**src/rtl/wdg_pkg.sv**
```systemverilog
package wdg_pkg;
  localparam int CNT_W = 12;
  localparam int PR_W  = 3;
  localparam int KEY_W = 16;
  localparam int SEL_W = 2;
  localparam int PRE_W = 8;
  localparam int PR_MAX = 6;

  localparam logic [KEY_W-1:0] KEY_START   = 16'hCCCC;
  localparam logic [KEY_W-1:0] KEY_UNLOCK  = 16'h5555;
  localparam logic [KEY_W-1:0] KEY_REFRESH = 16'hAAAA;

  localparam logic [SEL_W-1:0] SEL_KEY = 2'd0;
  localparam logic [SEL_W-1:0] SEL_PR  = 2'd1;
  localparam logic [SEL_W-1:0] SEL_RLD = 2'd2;

  typedef struct packed {
    logic             load;
    logic             run;
    logic [PR_W-1:0]  pr;
    logic [CNT_W-1:0] rld;
  } wdgCtl_t;
endpackage

```
**src/rtl/wdg_ctrl.sv**
```systemverilog
module wdg_ctrl
  import wdg_pkg::*;
(
  input  logic             clk,
  input  logic             rstN,
  input  logic             wrEn,
  input  logic [SEL_W-1:0] wrSel,
  input  logic [KEY_W-1:0] wrData,
  output wdgCtl_t          ctl,
  output logic             unlocked
);
  logic             runReg;
  logic [PR_W-1:0]  prReg;
  logic [CNT_W-1:0] rldReg;
  logic keyWr, startHit, refreshHit, prWr, rldWr;

  assign keyWr      = wrEn && (wrSel == SEL_KEY);
  assign startHit   = keyWr && (wrData == KEY_START);
  assign refreshHit = keyWr && (wrData == KEY_REFRESH);
  assign prWr       = wrEn && (wrSel == SEL_PR) && unlocked;
  assign rldWr      = wrEn && (wrSel == SEL_RLD) && unlocked;

  always_ff @(posedge clk or negedge rstN) begin
    if (!rstN) begin
      runReg   <= 1'b0;
      unlocked <= 1'b0;
      prReg    <= '0;
      rldReg   <= '1;
    end else begin
      if (keyWr) unlocked <= (wrData == KEY_UNLOCK);
      if (startHit) runReg <= 1'b1;
      if (prWr) prReg <= wrData[PR_W-1:0];
      if (rldWr) rldReg <= wrData[CNT_W-1:0];
    end
  end

  always_comb begin
    ctl.load = (startHit && !runReg) || (refreshHit && runReg);
    ctl.run  = runReg;
    ctl.pr   = prReg;
    ctl.rld  = rldReg;
  end

  // running never drops while out of reset
  a_r7_run_sticky: assert property (@(posedge clk) disable iff (!rstN)
    runReg |=> runReg);
  // locked reload writes leave the reload value untouched
  a_r5_locked_rld: assert property (@(posedge clk) disable iff (!rstN)
    (wrEn && wrSel == SEL_RLD && !unlocked) |=> $stable(rldReg));
  // locked prescaler writes leave the prescaler untouched
  a_r5_locked_pr: assert property (@(posedge clk) disable iff (!rstN)
    (wrEn && wrSel == SEL_PR && !unlocked) |=> $stable(prReg));
  // a key other than unlock closes the registers
  a_r6_relock: assert property (@(posedge clk) disable iff (!rstN)
    (keyWr && wrData != KEY_UNLOCK) |=> !unlocked);
endmodule

```
**src/rtl/wdg_datapath.sv**
```systemverilog
module wdg_datapath
  import wdg_pkg::*;
#(
  parameter int RST_PULSE   = 4,
  parameter int SYNC_STAGES = 2
) (
  input  logic             clk,
  input  logic             rstN,
  input  logic             slowClk,
  input  wdgCtl_t          ctl,
  output logic [CNT_W-1:0] count,
  output logic             wdgRst
);
  localparam int PW = $clog2(RST_PULSE + 1);

  logic [SYNC_STAGES:0] syncQ;
  logic                 slowRise;
  logic [PR_W-1:0]      shiftAmt;
  logic [PRE_W:0]       divFull;
  logic [PRE_W-1:0]     divLast;
  logic [PRE_W-1:0]     preCnt;
  logic                 preTerm, fire;
  logic [PW-1:0]        pulseCnt;

  always_ff @(posedge clk or negedge rstN) begin
    if (!rstN) syncQ <= '0;
    else       syncQ <= {syncQ[SYNC_STAGES-1:0], slowClk};
  end
  assign slowRise = syncQ[SYNC_STAGES-1] & ~syncQ[SYNC_STAGES];

  always_comb begin
    shiftAmt = (ctl.pr > PR_W'(PR_MAX)) ? PR_W'(PR_MAX) : ctl.pr;
    divFull  = (PRE_W+1)'(4) << shiftAmt;
    divLast  = PRE_W'(divFull - 1'b1);
  end

  assign preTerm = (preCnt >= divLast);
  assign fire    = !ctl.load && ctl.run && slowRise && preTerm && (count == '0);

  always_ff @(posedge clk or negedge rstN) begin
    if (!rstN) begin
      preCnt <= '0;
      count  <= '1;
    end else if (ctl.load) begin
      preCnt <= '0;
      count  <= ctl.rld;
    end else if (ctl.run && slowRise) begin
      if (preTerm) begin
        preCnt <= '0;
        count  <= (count == '0) ? ctl.rld : count - 1'b1;
      end else begin
        preCnt <= preCnt + 1'b1;
      end
    end
  end

  always_ff @(posedge clk or negedge rstN) begin
    if (!rstN)              pulseCnt <= '0;
    else if (fire)          pulseCnt <= PW'(RST_PULSE);
    else if (pulseCnt != 0) pulseCnt <= pulseCnt - 1'b1;
  end
  assign wdgRst = (pulseCnt != '0);

  // a load strobe puts the reload value into the counter
  a_r4_load: assert property (@(posedge clk) disable iff (!rstN)
    ctl.load |=> (count == $past(ctl.rld)));
  // expiry raises the reset request and reloads the counter
  a_r9_expire: assert property (@(posedge clk) disable iff (!rstN)
    fire |=> (wdgRst && count == $past(ctl.rld)));
  // a prescaled tick steps a nonzero counter down by one
  a_r3_step: assert property (@(posedge clk) disable iff (!rstN)
    (!ctl.load && ctl.run && slowRise && preTerm && count != '0)
      |=> (count == $past(count) - 1'b1));
  // a stopped, unloaded counter holds its value
  a_r2_idle_hold: assert property (@(posedge clk) disable iff (!rstN)
    (!ctl.run && !ctl.load) |=> $stable(count));
endmodule

```
**src/rtl/indep_watchdog.sv**
```systemverilog
module indep_watchdog
  import wdg_pkg::*;
#(
  parameter int RST_PULSE   = 4,
  parameter int SYNC_STAGES = 2
) (
  input  logic        clk,
  input  logic        rstN,
  input  logic        wrEn,
  input  logic [1:0]  wrSel,
  input  logic [15:0] wrData,
  input  logic        slowClk,
  output logic [11:0] count,
  output logic        running,
  output logic        unlocked,
  output logic        wdgRst
);
  wdgCtl_t ctl;

  wdg_ctrl u_ctrl (
    .clk(clk), .rstN(rstN), .wrEn(wrEn), .wrSel(wrSel), .wrData(wrData),
    .ctl(ctl), .unlocked(unlocked)
  );

  wdg_datapath #(.RST_PULSE(RST_PULSE), .SYNC_STAGES(SYNC_STAGES)) u_dp (
    .clk(clk), .rstN(rstN), .slowClk(slowClk), .ctl(ctl),
    .count(count), .wdgRst(wdgRst)
  );

  assign running = ctl.run;
endmodule

```
**config.mk**
```make
export PLATFORM = sky130hd
export DESIGN_NAME = indep_watchdog
export DESIGN_NICKNAME = d
export VERILOG_FILES = /design/src/rtl/wdg_pkg.sv /design/src/rtl/wdg_ctrl.sv /design/src/rtl/wdg_datapath.sv /design/src/rtl/indep_watchdog.sv
export SDC_FILE = /design/constraint.sdc
export NUM_CORES = 1
export LEC_CHECK = 0
export ABC_AREA = 0
export BUFFER_PORTS_ARGS = -buffer_cell sky130_fd_sc_hd__buf_4
export CAP_MARGIN = 20
export CORE_ASPECT_RATIO = 1.2
export CORE_MARGIN = 5
export CORE_UTILIZATION = 55
export CTS_BUF_LIST = sky130_fd_sc_hd__clkbuf_8
export CTS_CLUSTER_DIAMETER = 200
export CTS_CLUSTER_SIZE = 12
export DETAILED_ROUTE_END_ITERATION = 7
export GPL_TIMING_DRIVEN = 1
export PLACE_DENSITY = 0.78
export SETUP_SLACK_MARGIN = 0.1
export SYNTH_ARGS = -nofsm -noshare
export SYNTH_HDL_FRONTEND = slang
export SYNTH_SLANG_ARGS = --single-unit
```
**constraint.sdc**
```tcl
create_clock -name clk -period 3.05 [get_ports clk]
set_clock_uncertainty 0.15 [all_clocks]
set_input_delay 0.305 -clock clk [delete_from_list [all_inputs] [get_ports clk]]
set_output_delay 0.305 -clock clk [all_outputs]
set_load 0.03 [all_outputs]
```
==> results of run 1 <==
-- cell families (layout without fill, tap and decap cells) --
family / Yosys count / count (layout) / share of synthesized area, %
xor gates and xnor gates: 5 / 5 / 1.79
DFF: 43 / 43 / 45.1
AOI/OAI and AO/OA: 53 / 53 / 13.5
and+or+nand+nor: 100 / 100 / 24.0
adders and majority gates: 11 / 11 / 5.62
buffers and inverters: 11 / 55 / 1.84
muxes: 18 / 18 / 8.17
-- worst max path at each step --
stage | slack (ns) | startpoint | to | depth (start not counted)
global route | 0.38 | u_ctrl.prReg[2] | u_dp.count[11] | 8
finish | 0.56 | u_ctrl.prReg[2] | u_dp.count[11] | 8
CTS | 0.57 | u_ctrl.prReg[2] | u_dp.count[11] | 8
floorplan | 0.77 | u_ctrl.prReg[2] | u_dp.count[3] | 9
detailed placement | 0.60 | u_ctrl.prReg[2] | u_dp.count[11] | 8
global placement | 0.68 | u_ctrl.prReg[2] | u_dp.count[11] | 8
-- layout by cell type, fill, tap and decap left out, types with 4 or more instances in the layout --
master / instances
buf_4: 39
dfstp_2: 24
nand2_1: 19
dfrtp_1: 19
nor2_1: 17
a21oi_1: 17
mux2_2: 16
nand3_1: 11
ha_1: 11
nor3_1: 9
o21ai_0: 8
nor4bb_1: 8
a21o_1: 7
clkbuf_8: 6
inv_1: 5
o21ai_1: 5
nand2b_1: 4
and3_1: 4
nand4b_1: 4
-- stage by stage --
stage / power [mW] / utilization (%) / area [um^2] / instances
5_1_grt: 2.02 / 68.2 / 2930 / 341
6_report: 1.90 / 68.2 / 2930 / 341
4_1_cts: 1.91 / 68.2 / 2930 / 341
3_3_place_gp: 1.42 / 65.0 / 2790 / 331
2_1_floorplan: 1.23 / - / 2450 / 241
3_5_place_dp: 1.44 / 65.0 / 2790 / 331
-- per-layer routing --
metal	part of all wire [%]	routed length, um
met2	49	2690
met5	0	0
met3	5.9	326
met4	1.1	61
met1	44	2450
-- worst reg2reg max path, stage by stage (launching register included) --
cell and delay (ns):
dfrtp_1 0.43, o21ai_0 0.12, ha_1 0.33, nand4_1 0.13, a21oi_1 0.30, o21ai_2 0.19
or4_1 0.52, a21oi_1 0.18, a21o_1 0.10
-- state kept, by name, indices dropped and copies added (netlist names) --
signal and count:
u_ctrl.rldReg 12, u_ctrl.unlocked 1, u_ctrl.prReg 3, u_ctrl.runReg 1
u_dp.pulseCnt 3, u_dp.count 12, u_dp.preCnt 8, u_dp.syncQ 3
-- power breakdown --
group          leakage (nW)  switching, mW  internal, mW
registers             0.492          0.102         0.687
logic                 0.730          0.373         0.273
clock network        0.0612          0.200         0.265
-- cell type report --
type	instances	share of cell area, %
clock buffers	6	2.82
repair buffers	41	10.7
multi-input cells	187	44.4
well taps	56	2.39
inverters	6	0.769
flip-flops and latches	43	37.8
clock inverters	2	1.20
==> impl_metrics.csv, run 1 <==
group,metric,value,unit
floorplanning,start_util,57.1,%
layout,areaGrowthSynthToFinish,19.5,%
cts,cts-buffers-inserted,5,
sta,min_period_over_period,81.6,%
sta,fmax,402,MHz
job,max_cap_violations,0,
placement,place.gp.congestion,0.869,
sta,finalSetupViolations,0,
drt,vias,2037,
cts,clkTransAtPathRegs,0.08,ns
global_routing,grt_pass1_wl,9.26,mm
worst_setup_path,max_stage_delay,0.52,ns
drt,routed_via_density,5.97,
sta,rsz0062_at_grt,"false",
sta,tns,0,ns
drt,drt_iter0_markers,182,
logic_synthesis,syn_area,2450,um^2
layout,fill_cells,360,
logic_synthesis,yosysSeqAreaShare,45.1,%
drt,detail-route-antenna-nets,0,
cts,clk_latency,0.30,ns
placement,place_hpwl,4.13,mm
worst_setup_path,rrSetupSlack,0.56,ns
logic_synthesis,synth_cell_types,48,
logic_synthesis,synth_commonest_cells,"dfstp_2 (24), dfrtp_1 (19), nand2_1 (19), a21oi_1 (17), nor2_1 (17)",
cts,cts_hold_buf,2,
layout,regArea,1110,um^2
cts,ctsHtreeMaxLevel,2,
worst_setup_path,crit_top_cell,"a21oi_1",
power,power_density,649,nW/um^2
global_routing,grt_pass1_vias,1902,
drt,post_drt_wl_per_cell,16.2,um
placement,dp_slack,0.604,ns
floorplanning,core_area,4290,um^2
sta,finalWorstSetupSlack,0.563,ns
worst_setup_path,cp.arrival,2.58,ns
status,status,"complete, no violations",
hold_path,min_to,"u_ctrl.rldReg[11]",
power,p_leak,1.28,nW
logic_synthesis,yosys_warnings,0,
global_routing,grt.busiest_layer,"met2",
placement,io_buffers,36,
logic_synthesis,syn_nets,274,
layout,drive_above_1_share,33.0,%
cts,postCtsSetupBuffers,0,
global_routing,globalRouteOverflowTotal,0,
worst_setup_path,criticalPathCategory,"flip-flop to flip-flop",
drt,route.detailed.drc,0,
worst_setup_path,path_cells,"o21ai_0 > ha_1 > nand4_1 > a21oi_1 > o21ai_2 > or4_1 > a21oi_1 > a21o_1",
floorplanning,die_w,70.9,um
logic_synthesis,synth.largest_area_cell,"dfstp_2",
layout,multiInputGateArea,1300,um^2
sta,slew_violations,0,
global_routing,use_met3,4.95,%
hold_path,hp-start,"wrData[11]",
logic_synthesis,yosys-top-cells-area,"dfstp_2 (26%), dfrtp_1 (19%), mux2_2 (7.4%)",
logic_synthesis,syn_avg_cell_area,10.2,um^2
worst_setup_path,path_buf_inv,0,
logic_synthesis,yosys_register_bits,43,
sta,worst_pin_slew,0.645,ns
floorplanning,num_rows,26,
worst_setup_path,cp_slowest_cell,"or4_1",
global_routing,grtUsageTotal,19.4,%
floorplanning,dieArea,5890,um^2
worst_setup_path,cp.required,3.15,ns
logic_synthesis,synth_top_area_share,25.7,%
drt,drt-pass1-iter-count,4,
power,peakVddDrop,389,uV
global_routing,grt_max_degree,44,
floorplanning,die-height,83.1,um
cts,cts_resized,0,
global_routing,met2_usage,29.8,%
layout,final_nets,317,
floorplanning,io_pins,37,
sta,hold_ws,0.103,ns
worst_setup_path,start_kind,"flip-flop",
logic_synthesis,syn_inst,241,
worst_setup_path,r2r_cells,8,
worst_setup_path,crit_family,"compound AO/OA/AOI/OAI gates",
cts,cts_buffer_depth,2,
worst_setup_path,worstPathMaxFanout,9,
cts,cts_tree,"built",
hold_path,hp-class,"input port to flip-flop",
global_routing,grtUsageMet1,26.9,%
global_routing,antenna_found_initial,0,
logic_synthesis,yosysMostFrequentCell,"dfstp_2",
layout,diodes,0,
logic_synthesis,ys.flop_type,"dfstp_2",
drt,drt-total-wl,5.53,mm
sta,slew-limit-headroom,56.8,%
worst_setup_path,r2r-end,"u_dp.count[11]",
sta,hold_violations,0,
logic_synthesis,synthArstFlopShare,100,%
cts,root_buffer,"clkbuf_8",
worst_setup_path,end_kind,"flip-flop",
hold_path,hold_depth,2,
sta,final.min_clock_period,2.49,ns
logic_synthesis,synth_edf_count,0,
cts,clock_sinks,43,
worst_setup_path,r2r_start,"u_ctrl.prReg[2]",
Power figures use the tool's default switching activity.
==> run 2, diff against run 1 <==
==> constraint.sdc (replaced) <==
create_clock -name clk -period 2.5 [get_ports clk]
set_clock_uncertainty 0.15 [all_clocks]
set_input_delay 0.25 -clock clk [delete_from_list [all_inputs] [get_ports clk]]
set_output_delay 0.25 -clock clk [all_outputs]
set_load 0.03 [all_outputs]
==> run 2 against run 1 <==
Sequential power up 22%. Core utilization up 0.55 points. First-iteration DRC count down 42%. Critical endpoint is now u_dp.count[5].
==> impl_metrics.csv, run 2 (synthesis results as in run 1) <==
group,metric,value,unit
sta,finalWorstSetupSlack,0.227,ns
global_routing,antenna_found_initial,0,
layout,final_cell_mix,"buf_4 (42), dfstp_2 (24), nand2_1 (19)",
placement,place.gp.congestion,0.831,
drt,detail-route-antenna-nets,0,
drt,routed_via_density,5.94,
drt,drt_iter0_markers,105,
drt,post_drt_wl_per_cell,16.2,um
cts,ctsHtreeMaxLevel,2,
sta,fmax,440,MHz
sta,finalSetupViolations,0,
floorplanning,core_area,4290,um^2
cts,cts_buffer_depth,2,
sta,rsz0062_at_grt,"true",
global_routing,grtUsageTotal,20.2,%
sta,hold_violations,0,
worst_setup_path,cp.required,2.59,ns
global_routing,globalRouteOverflowTotal,0,
placement,postPlaceCellArea,2810,um^2
cts,clock_sinks,43,
cts,root_buffer,"clkbuf_8",
cts,clk_latency,0.29,ns
power,p_leak,1.30,nW
sta,worst_pin_slew,0.610,ns
worst_setup_path,r2r-end,"u_dp.count[5]",
sta,tns,0,ns
worst_setup_path,end_kind,"flip-flop",
hold_path,hp-start,"wrData[8]",
global_routing,grt_max_degree,44,
sta,slew-limit-headroom,59.1,%
layout,fill_cells,340,
layout,final_nets,321,
placement,dp_slack,0.0607,ns
drt,drt-pass1-iter-count,4,
power,peakVddDrop,453,uV
layout,diodes,0,
sta,min_period_over_period,90.9,%
layout,drive_above_1_share,34.6,%
layout,areaGrowthSynthToFinish,20.5,%
sta,final.min_clock_period,2.27,ns
cts,clkTransAtPathRegs,0.08,ns
global_routing,grt_pass1_vias,2007,
worst_setup_path,r2r_start,"u_ctrl.prReg[1]",
layout,layout.cells.non_filler,345,
power,power_density,752,nW/um^2
floorplanning,die_w,70.9,um
layout,fin_area,2950,um^2
worst_setup_path,worstPathMaxFanout,13,
worst_setup_path,r2r_cells,10,
worst_setup_path,criticalPathCategory,"flip-flop to flip-flop",
drt,drt-total-wl,5.60,mm
placement,io_buffers,36,
floorplanning,dieArea,5890,um^2
layout,reg_top3,"u_ctrl.rldReg x12, u_dp.count x12, u_dp.preCnt x8",
worst_setup_path,rrSetupSlack,0.23,ns
job,max_cap_violations,0,
floorplanning,num_rows,26,
floorplanning,start_util,57.1,%
layout,final_common_cell,"buf_4",
drt,route.detailed.drc,0,
hold_path,hp-class,"input port to flip-flop",
cts,cts-buffers-inserted,5,
global_routing,grt_pass1_wl,9.69,mm
worst_setup_path,start_kind,"flip-flop",
hold_path,hold_depth,2,
worst_setup_path,cp.arrival,2.36,ns
cts,cts_tree,"built",
drt,vias,2049,
sta,slew_violations,0,
status,status,"complete, no violations",
hold_path,min_to,"u_ctrl.rldReg[8]",
placement,place_hpwl,4.22,mm
floorplanning,io_pins,37,
placement,place_inst,333,
floorplanning,die-height,83.1,um
## run 2: cell types whose count changed in the layout (fill, tap and decap cells not counted), sizes merged
cell,delta
bufinv,-1
buf,+4
clkbuf,-1
clkinv,-1
inv,+3
## run 2: cell type report
class,count,area (um^2),share of cell area (%)
tap,56,70.1,2.37
clock inverter,3,11.3,0.382
timing repair buffer,45,347,11.7
inverter,6,22.5,0.763
multi-input combinational,187,1330,44.9
clock buffer,5,68.8,2.33
sequential,43,1110,37.5
## run 2: timing repair
action                                  4_1_cts  5_1_grt
resized for setup                             2        5
pin swaps                                     0        1
setup buffers                                 0        2
hold endpoints to repair                     20        0
endpoints found under the setup margin        4       11
hold buffers                                  2        0
## run 2: metal layers
layer / routed length [um] / GRT usage (%) / share of wire, % / up-vias
li1: - / - / - / 992
met1: 2470 / 27.2 / 44 / 987
met2: 2730 / 32.5 / 49 / 61
met3: 331 / 4.59 / 5.9 / 9
met4: 71 / 5.30 / 1.3 / 0
met5: 0 / 0 / 0 / -
## run 2: worst max path at each step
| stage | end | depth (start not counted) | slack [ns] | startpoint |
|---|---|---|---|---|
| 2_1_floorplan | u_dp.count[3] | 9 | 0.22 | u_ctrl.prReg[2] |
| 3_3_place_gp | u_dp.pulseCnt[1] | 8 | 0.20 | u_ctrl.prReg[2] |
| 3_5_place_dp | u_dp.pulseCnt[0] | 8 | 0.06 | u_ctrl.prReg[2] |
| 4_1_cts | u_dp.count[8] | 9 | 0.16 | u_ctrl.prReg[2] |
| 5_1_grt | u_dp.preCnt[5] | 8 | 0.08 | u_ctrl.prReg[1] |
| 6_report | u_dp.count[5] | 10 | 0.23 | u_ctrl.prReg[1] |
## run 2: report_power, final
group	internal (mW)	switching [mW]
sequential	0.838	0.122
clock	0.187	0.229
combinational	0.367	0.476
total	1.39	0.827
## run 2: worst max-delay path, stage by stage, from the launching register on
cell	delay (ns)
dfrtp_1	0.41
o21ai_0	0.13
ha_1	0.33
nand4_1	0.17
a21o_1	0.21
a21oi_1	0.18
buf_6	0.18
buf_4	0.12
a21oi_1	0.05
a31oi_1	0.14
o22a_1	0.15
## run 2: stage by stage
stage	util, %	hold WS [ns]	total power [mW]
2_1_floorplan	-	-0.196	1.50
3_3_place_gp	65.3	0.120	1.74
3_5_place_dp	65.3	0.126	1.76
4_1_cts	67.9	0.0523	2.19
5_1_grt	68.7	0.0488	2.38
6_report	68.7	0.0593	2.22
